File: config.mk
export PLATFORM = sky130hd
export DESIGN_NAME = dmaPortRemap
export DESIGN_NICKNAME = d
export VERILOG_FILES = /design/src/rtl/dmaRemapPkg.sv /design/src/rtl/dmaRemapPath.sv /design/src/rtl/dmaRemapCtrl.sv /design/src/rtl/dmaPortRemap.sv
export SDC_FILE = /design/constraint.sdc
export NUM_CORES = 1
export LEC_CHECK = 0
export ABC_AREA = 1
export BUFFER_PORTS_ARGS = -buffer_cell sky130_fd_sc_hd__buf_2
export CORE_MARGIN = 2
export CORE_UTILIZATION = 55
export CTS_CLUSTER_SIZE = 25
export DETAILED_ROUTE_END_ITERATION = 6
export PLACE_DENSITY = 0.77
export SLEW_MARGIN = 25
export SYNTH_ARGS = -nofsm -noshare
export SYNTH_HDL_FRONTEND = slang
export SYNTH_HIERARCHICAL = 1
export SYNTH_SLANG_ARGS = --single-unit
File: constraint.sdc
create_clock -name clk -period 2.85 [get_ports clk]
set_input_delay 0.4275 -clock clk [delete_from_list [all_inputs] [get_ports clk]]
set_output_delay 0.4275 -clock clk [all_outputs]
set_load 0.005 [all_outputs]
File: src/rtl/dmaRemapPkg.sv
package dmaRemapPkg;
  localparam int PortW   = 16;
  localparam int DataW   = 8;
  localparam int ChanW   = 2;
  localparam int NumChan = 1 << ChanW;
  localparam int PageW   = 4;
  localparam int VirtW   = 2 * DataW + PageW;
  localparam int RealW   = 3 * DataW;

  localparam logic [PortW-1:0] PortClear     = 16'h000C;
  localparam logic [PortW-1:0] PortReboot    = 16'h0680;
  localparam logic [PortW-1:0] PortRebootAlt = 16'h0080;
  localparam logic [PortW-1:0] PortResetCmd  = 16'h0064;
  localparam logic [DataW-1:0] ResetCmdByte  = 8'hFE;

  typedef enum logic [2:0] {
    PcForward, PcAddr, PcClear, PcPage, PcBadPage, PcReboot
  } portClassT;

  typedef enum logic [2:0] {
    SelFwd, SelRealLo, SelRealHi, SelRealPg, SelReboot
  } outSelT;

  typedef struct packed {
    logic   latchIn;
    logic   wrAddr;
    logic   clrTog;
    logic   wrPage;
    logic   latchReal;
    outSelT outSel;
  } strobeT;

  function automatic portClassT classify(input logic [PortW-1:0] p);
    if (p[PortW-1:3] == '0 && !p[0]) return PcAddr;
    if (p == PortClear) return PcClear;
    if (p == 16'h0081 || p == 16'h0082 || p == 16'h0083 || p == 16'h0087) return PcPage;
    if (p >= 16'h0084 && p <= 16'h0086) return PcBadPage;
    if (p == PortReboot || p == PortRebootAlt) return PcReboot;
    return PcForward;
  endfunction

  function automatic logic [ChanW-1:0] chanOf(input logic [PortW-1:0] p);
    if (!p[7]) return p[ChanW:1];
    case (p[2:0])
      3'd7:    return 2'd0;
      3'd3:    return 2'd1;
      3'd1:    return 2'd2;
      default: return 2'd3;
    endcase
  endfunction

  function automatic logic [PortW-1:0] pagePortOf(input logic [ChanW-1:0] ch);
    case (ch)
      2'd0:    return 16'h0087;
      2'd1:    return 16'h0083;
      2'd2:    return 16'h0081;
      default: return 16'h0082;
    endcase
  endfunction

  function automatic logic [PortW-1:0] addrPortOf(input logic [ChanW-1:0] ch);
    return {{(PortW-ChanW-1){1'b0}}, ch, 1'b0};
  endfunction
endpackage

File: src/rtl/dmaRemapPath.sv
module dmaRemapPath
  import dmaRemapPkg::*;
(
  input  logic             clk,
  input  logic             rstN,
  input  strobeT           stb,
  input  logic [PortW-1:0] inPort,
  input  logic [DataW-1:0] inData,
  input  logic [RealW-1:0] xlRspAddr,
  output logic [VirtW-1:0] xlReqAddr,
  output logic [PortW-1:0] outPort,
  output logic [DataW-1:0] outData
);
  logic [ChanW-1:0] inChan, chanQ;
  logic [PortW-1:0] fwdPort;
  logic [DataW-1:0] fwdData;
  logic [RealW-1:0] realQ;
  logic             togQ;
  logic [NumChan-1:0][DataW-1:0] chLo, chHi;
  logic [NumChan-1:0][PageW-1:0] chPg;

  assign inChan = chanOf(inPort);

  for (genvar g = 0; g < NumChan; g++) begin : gShadow
    logic [DataW-1:0] loR, hiR;
    logic [PageW-1:0] pgR;
    always_ff @(posedge clk) begin
      if (!rstN) begin
        loR <= '0;
        hiR <= '0;
        pgR <= '0;
      end else begin
        if (stb.wrAddr && inChan == ChanW'(g) && !togQ) loR <= inData;
        if (stb.wrAddr && inChan == ChanW'(g) && togQ)  hiR <= inData;
        if (stb.wrPage && inChan == ChanW'(g))          pgR <= inData[PageW-1:0];
      end
    end
    assign chLo[g] = loR;
    assign chHi[g] = hiR;
    assign chPg[g] = pgR;
  end

  always_ff @(posedge clk) begin
    if (!rstN) begin
      togQ    <= 1'b0;
      chanQ   <= '0;
      fwdPort <= '0;
      fwdData <= '0;
      realQ   <= '0;
    end else begin
      if (stb.clrTog)      togQ <= 1'b0;
      else if (stb.wrAddr) togQ <= ~togQ;
      if (stb.latchIn) begin
        chanQ   <= inChan;
        fwdPort <= inPort;
        fwdData <= inData;
      end
      if (stb.latchReal) realQ <= xlRspAddr;
    end
  end

  assign xlReqAddr = {chPg[chanQ], chHi[chanQ], chLo[chanQ]};

  always_comb begin
    case (stb.outSel)
      SelRealLo: begin outPort = addrPortOf(chanQ); outData = realQ[DataW-1:0];         end
      SelRealHi: begin outPort = addrPortOf(chanQ); outData = realQ[2*DataW-1:DataW];   end
      SelRealPg: begin outPort = pagePortOf(chanQ); outData = realQ[RealW-1:2*DataW];   end
      SelReboot: begin outPort = PortResetCmd;      outData = ResetCmdByte;             end
      default:   begin outPort = fwdPort;           outData = fwdData;                  end
    endcase
  end
endmodule

File: src/rtl/dmaRemapCtrl.sv
module dmaRemapCtrl
  import dmaRemapPkg::*;
(
  input  logic             clk,
  input  logic             rstN,
  input  logic             inValid,
  input  logic [PortW-1:0] inPort,
  input  logic [DataW-1:0] inData,
  input  logic             inWide,
  input  logic             outReady,
  input  logic             xlReqReady,
  input  logic             xlRspValid,
  output logic             inReady,
  output logic             outValid,
  output logic             xlReqValid,
  output logic             xlRspReady,
  output logic             errWord,
  output logic             errPort,
  output logic             fatalPage,
  output logic             halted,
  output strobeT           stb
);
  typedef enum logic [3:0] {
    StIdle, StFwd, StReq, StRsp, StEmitLo, StEmitHi, StEmitPg, StReboot, StStop
  } stateT;

  stateT     st, stNxt;
  portClassT cls;
  logic      accept, badPage;
  logic      setWord, setPort, setFatal, setHalt;

  assign cls     = classify(inPort);
  assign badPage = |inData[DataW-1:PageW];
  assign accept  = inValid && (st == StIdle);

  always_comb begin
    stNxt    = st;
    stb      = '0;
    setWord  = 1'b0;
    setPort  = 1'b0;
    setFatal = 1'b0;
    setHalt  = 1'b0;
    case (st)
      StIdle: if (accept) begin
        if (inWide) setWord = 1'b1;
        else begin
          case (cls)
            PcAddr:    stb.wrAddr = 1'b1;
            PcClear:   begin stb.latchIn = 1'b1; stb.clrTog = 1'b1; stNxt = StFwd; end
            PcBadPage: setPort = 1'b1;
            PcReboot:  stNxt = StReboot;
            PcPage: begin
              if (badPage) begin setFatal = 1'b1; stNxt = StStop; end
              else begin stb.wrPage = 1'b1; stb.latchIn = 1'b1; stNxt = StReq; end
            end
            default:   begin stb.latchIn = 1'b1; stNxt = StFwd; end
          endcase
        end
      end
      StFwd:    if (outReady) stNxt = StIdle;
      StReq:    if (xlReqReady) stNxt = StRsp;
      StRsp:    if (xlRspValid) begin stb.latchReal = 1'b1; stNxt = StEmitLo; end
      StEmitLo: begin stb.outSel = SelRealLo; if (outReady) stNxt = StEmitHi; end
      StEmitHi: begin stb.outSel = SelRealHi; if (outReady) stNxt = StEmitPg; end
      StEmitPg: begin stb.outSel = SelRealPg; if (outReady) stNxt = StIdle; end
      StReboot: begin stb.outSel = SelReboot; if (outReady) begin setHalt = 1'b1; stNxt = StStop; end end
      default:  stNxt = StStop;
    endcase
  end

  always_ff @(posedge clk) begin
    if (!rstN) begin
      st        <= StIdle;
      errWord   <= 1'b0;
      errPort   <= 1'b0;
      fatalPage <= 1'b0;
      halted    <= 1'b0;
    end else begin
      st        <= stNxt;
      errWord   <= setWord;
      errPort   <= setPort;
      fatalPage <= fatalPage | setFatal;
      halted    <= halted | setHalt;
    end
  end

  assign inReady    = (st == StIdle);
  assign outValid   = (st == StFwd) || (st == StEmitLo) || (st == StEmitHi) ||
                      (st == StEmitPg) || (st == StReboot);
  assign xlReqValid = (st == StReq);
  assign xlRspReady = (st == StRsp);
endmodule

File: src/rtl/dmaPortRemap.sv
module dmaPortRemap
  import dmaRemapPkg::*;
(
  input  logic             clk,
  input  logic             rstN,
  input  logic             inValid,
  output logic             inReady,
  input  logic [PortW-1:0] inPort,
  input  logic [DataW-1:0] inData,
  input  logic             inWide,
  output logic             outValid,
  input  logic             outReady,
  output logic [PortW-1:0] outPort,
  output logic [DataW-1:0] outData,
  output logic             xlReqValid,
  input  logic             xlReqReady,
  output logic [VirtW-1:0] xlReqAddr,
  input  logic             xlRspValid,
  output logic             xlRspReady,
  input  logic [RealW-1:0] xlRspAddr,
  output logic             errWord,
  output logic             errPort,
  output logic             fatalPage,
  output logic             halted
);
  strobeT stb;

  dmaRemapCtrl i_ctrl (
    .clk(clk), .rstN(rstN), .inValid(inValid), .inPort(inPort), .inData(inData),
    .inWide(inWide), .outReady(outReady), .xlReqReady(xlReqReady),
    .xlRspValid(xlRspValid), .inReady(inReady), .outValid(outValid),
    .xlReqValid(xlReqValid), .xlRspReady(xlRspReady), .errWord(errWord),
    .errPort(errPort), .fatalPage(fatalPage), .halted(halted), .stb(stb)
  );

  dmaRemapPath i_path (
    .clk(clk), .rstN(rstN), .stb(stb), .inPort(inPort), .inData(inData),
    .xlRspAddr(xlRspAddr), .xlReqAddr(xlReqAddr), .outPort(outPort), .outData(outData)
  );
endmodule

# == After elaboration in Yosys (flattened, before gate mapping) ==
# Index checks and enable logic that the tools add are counted.
# Widths: inputs -> output; s select.
# totals
register_bits,139
in_bits,55
word_cells,180
# op_classes
n_lt_le_gt_ge,3
eq_ne,40
mux,67
bitwise,6
reduce_logical,42
# ops
op,n
$eq 16x8->1 const B,5
$mux 4,13
$pmux 16 s3,1
$bmux 8 s2,2
$pmux 8 s4,1
$mux 1,30
$mux 3,10
$pmux 4 s7,1
$logic_and 1x1->1,19
$eq 16x11->1 const B,1
$eq 16x4->1 const B,1
$eq 4x3->1 const B,4
$ge 16x8->1 const B,1
$le 16x8->1 const B,1
$mux 8,2
$eq 3x2->1 const B,5
$logic_not 13->1,1
$eq 3x3->1 const B,4
$ne 2x2->1 const B,6
$pmux 3 s4,1
$pmux 4 s3,1
$eq 3x1->1 const B,3
$pmux 3 s3,1
$reduce_and 9->1,1
other kinds (20),43

# == Logic depth before layout (Yosys ltp) ==
# logic_depth
ltp_word,27
mapped_depth,15
ltp_nobuf,15

# == By module ==
# The synthesis kept the hierarchy.
# by_module_without_submodules
module,instances,cells_per_inst,area_each_um2,seq_area_each_um2
dmaRemapPath,1,901,5844.4,2622.5
dmaRemapCtrl,1,150,880.8,160.2

# == Least setup slack after synthesis ==
# Ideal clock, no wire load.
# synth_timing
kind,input to register
startpoint,in inPort[12]
endpoint,reg i_path.fwdPort[11]
setup_time_ps,133
t_arrival_ps,2157
required_ps,2717
path_slack_ps,561
cell_stages,9
n_path_buf,1
path_cell_list,nor2_1 nand2_2 nor2_8 nand4_2 o31ai_1 clkinv_1 clkbuf_1 o21ai_0 a21oi_1
# synth_rtl
element,line,rtl
start: declaration,dmaPortRemap.sv:8,"input logic [PortW-1:0] inPort,"
end signal: assignment,dmaRemapPath.sv:55,fwdPort <= inPort;
end: declaration,dmaRemapPath.sv:15,logic [PortW-1:0] fwdPort;

==> reports/qor.yml <==
utilization: 0.670
grt_pass1_wl_mm: 29.0
cts.sinks: 139
slew_headroom: 0.366
syn_inst: 1051
ios: 107
finalSetupViolCount: 0
ys_seq_area_frac: 0.414
fin_crit_ns: 2.75
grtUsageTotal: 0.277
reg2reg_depth: 10
core_um2: 12000
grt_max_degree: 66
yosysMostFrequentCell: "nor2_1"
finalSetupTns_ns: 0
drive_gt1_frac: 0.169
crit_required_ns: 2.42
clock_latency_ns: 0.42
ys_types: 37
power_frac_seq: 0.442
start_util: 0.562
synth_nets: 1106
status: "finished clean"
regToRegSetupSlack_ns: 0.38
synthArstFlopShare: 0
synthesis.area_um2: 6730
die_w_um: 115
antenna_found_initial: 0
comb_power_share: 0.100
drc_errors: 0
place.port_buffers: 106
critPathLaunch: "i_ctrl/st[2]"
skew_ns: 0.00573
clk_pin_slew_worst_paths_ns: 0.06
wl_mm: 17.5
dieArea_um2: 13100
die_height_um: 115
yosys_most_used_dff: "dfxtp_1"
synth.avg_cell_area_um2: 6.40
worst-slew-pin-transition_ns: 0.949
post_drt_wl_per_cell_um: 13.3
place_congestion: 0.871
first_iter_violations: 518
grt_pass1_vias: 6154
worstSetupEndpointType: "output port"
swShare: 0.244
dp_hpwl_mm: 11.8
power_density_nw_per_um2: 566
hold_violations: 0
cts_made_buffers: 17
r2r_end: "i_path/gShadow[3].loR[6]"
nFillCells: 1110
path_max_fanout: 11
ys_seq_elements: 139
h-tree-depth: 4
yosys_warnings: 6
fin_ws_ns: 0.103
r2r-start: "i_ctrl/st[0]"
fmax_ghz: 0.364
clock-root-buffer: "clkbuf_16"
rows: 40
synth-edff-count: 0
syn_to_final_growth_pct: 19.1
final_nets: 1206
clockBufferDepth: 2
p_clk_frac: 0.458
synth_top_area_share: 0.414
dr.pass1.iters: 6
hold_ws_ns: 0.234
drtAntennaViolNets: 0
p_leak_uw: 0.00407
crit_path_end: "outData[1]"
routed_via_density: 5.10
ys_top_cells_by_count: "nor2_1, nand2_1, dfxtp_1, inv_1, o21ai_0"
diodes: 0
hold_buffers: 0
worst_setup_path_start_kind: "flop"
maxCapViolations: 0
finalMaxSlewViolations: 0
period_share: 0.964
synth.area.top_cells: "dfxtp_1, nor2_1, nand2_1, inv_1, o21ai_0"
crit_type: "reg -> out"
power.internal_uw: 3430
dp_slack_ns: 0.270
min_path_type: "in -> reg"
vdd_ir_drop_max_mv: 0.377
netlist.top_cell.by_area: "dfxtp_1"
power_switching_uw: 1110
vias: 6679
cts_tree: "done"
gr-total-overflow: 0
cp.arrival_ns: 2.32
## critical path, stage by stage, from the launching register on
cell and delay (ns):
dfxtp_1 0.36, inv_1 0.07, or2_4 0.28, nor3_4 0.28, nand2_1 0.12, nor2_1 0.12, buf_4 0.19, nand2_1 0.06
nand3_1 0.08, nor2_1 0.04, nor2_1 0.15, buf_2 0.14
## timing repair
item,4_1_cts,5_1_grt
setup buffers,0,0
gates resized for setup,1,8
pin swaps,0,1
endpoints found under the setup margin,1,24
## sequential cells by signal (all words and copies together) (netlist names)
register / count
i_path/gShadow.hiR: 32
i_path/gShadow.loR: 32
i_path/realQ: 24
i_path/fwdPort: 16
i_path/gShadow.pgR: 16
i_path/fwdData: 8
i_ctrl/st: 4
i_path/chanQ: 2
i_ctrl/errPort: 1
i_ctrl/errWord: 1
i_ctrl/fatalPage: 1
i_ctrl/halted: 1
i_path/togQ: 1
## worst min-delay path by stage
stage / startpoint / endpoint / slack [ns] / cells after the start
5_1_grt: xlRspAddr[15] / i_path/realQ[15] / 0.23 / 3
3_3_place_gp: i_path/fwdPort[3] / i_path/fwdPort[3] / 0.44 / 2
4_1_cts: xlRspAddr[4] / i_path/realQ[4] / 0.22 / 3
6_report: xlRspAddr[12] / i_path/realQ[12] / 0.23 / 3
2_1_floorplan: i_path/fwdPort[13] / i_path/fwdPort[13] / 0.43 / 2
3_5_place_dp: i_ctrl/halted / i_ctrl/halted / 0.45 / 2
## area by class of cell
class                           instances  area, um2  area share
Clock buffer                           24        492      0.0614
Clock inverter                          7       65.1     0.00812
Timing Repair Buffer                  127        703      0.0878
Inverter                              121        457      0.0570
Multi-Input combinational cell        745       3330       0.415
Sequential cell                       139       2780       0.347
Tap cell                              147        184      0.0230
## stage by stage
step                std cells  instance area, um2  power [uW]
finish                   1310                8010        4530
global route             1310                8010        4700
CTS                      1310                7980        4550
detailed placement       1279                7420        2490
global placement         1279                7420        2490
floorplan                1051                6730        2290
## routing by layer
metal	vias to the layer above	track usage	part of all wire
met2	205	0.459	0.46
li1	3474	-	-
met5	-	0	0
met4	0	0.105	0.021
met3	31	0.0503	0.055
met1	2969	0.359	0.46
## placed cells by master, fill, tap and decap left out, types with 2 or more instances in the layout
cell	Yosys	layout
clkbuf_16	0	17
clkbuf_1	35	3
clkinvlp_4	0	2
nor3_1	6	5
nand3_1	24	24
or2_1	3	2
nor2_4	1	3
nand4_1	9	9
a21oi_1	49	49
nor2_2	5	5
o21ai_1	2	2
inv_1	114	113
dfxtp_1	139	139
nor2_1	281	279
a211oi_2	2	2
clkbuf_8	0	4
buf_4	2	21
inv_2	4	5
nand3_2	4	4
clkinv_1	2	2
clkinv_2	0	4
nand2_2	9	10
o221ai_1	21	21
o21ai_0	72	72
nand2_1	243	242
buf_2	6	105
nor4_1	2	2
a21oi_2	2	2
## cells by family (layout without fill, tap and decap cells)
| kind of cell | after synthesis | after routing | synth area share |
|---|---|---|---|
| AND/OR/NAND/NOR | 590 | 590 | 0.355 |
| AO/OA/AOI/OAI | 155 | 155 | 0.134 |
| buffers and inverters | 167 | 279 | 0.0969 |
| flip-flops | 139 | 139 | 0.414 |
## power groups by stage
stage / registers (uW) / logic (uW) / clock network [uW]
after global placement: 2040 / 445 / 0
after detailed placement: 2040 / 450 / 0
final: 2000 / 455 / 2080
after CTS: 2000 / 453 / 2100
after floorplan: 2040 / 256 / 0
after global routing: 2010 / 508 / 2190
Power figures use the tool's default switching activity.
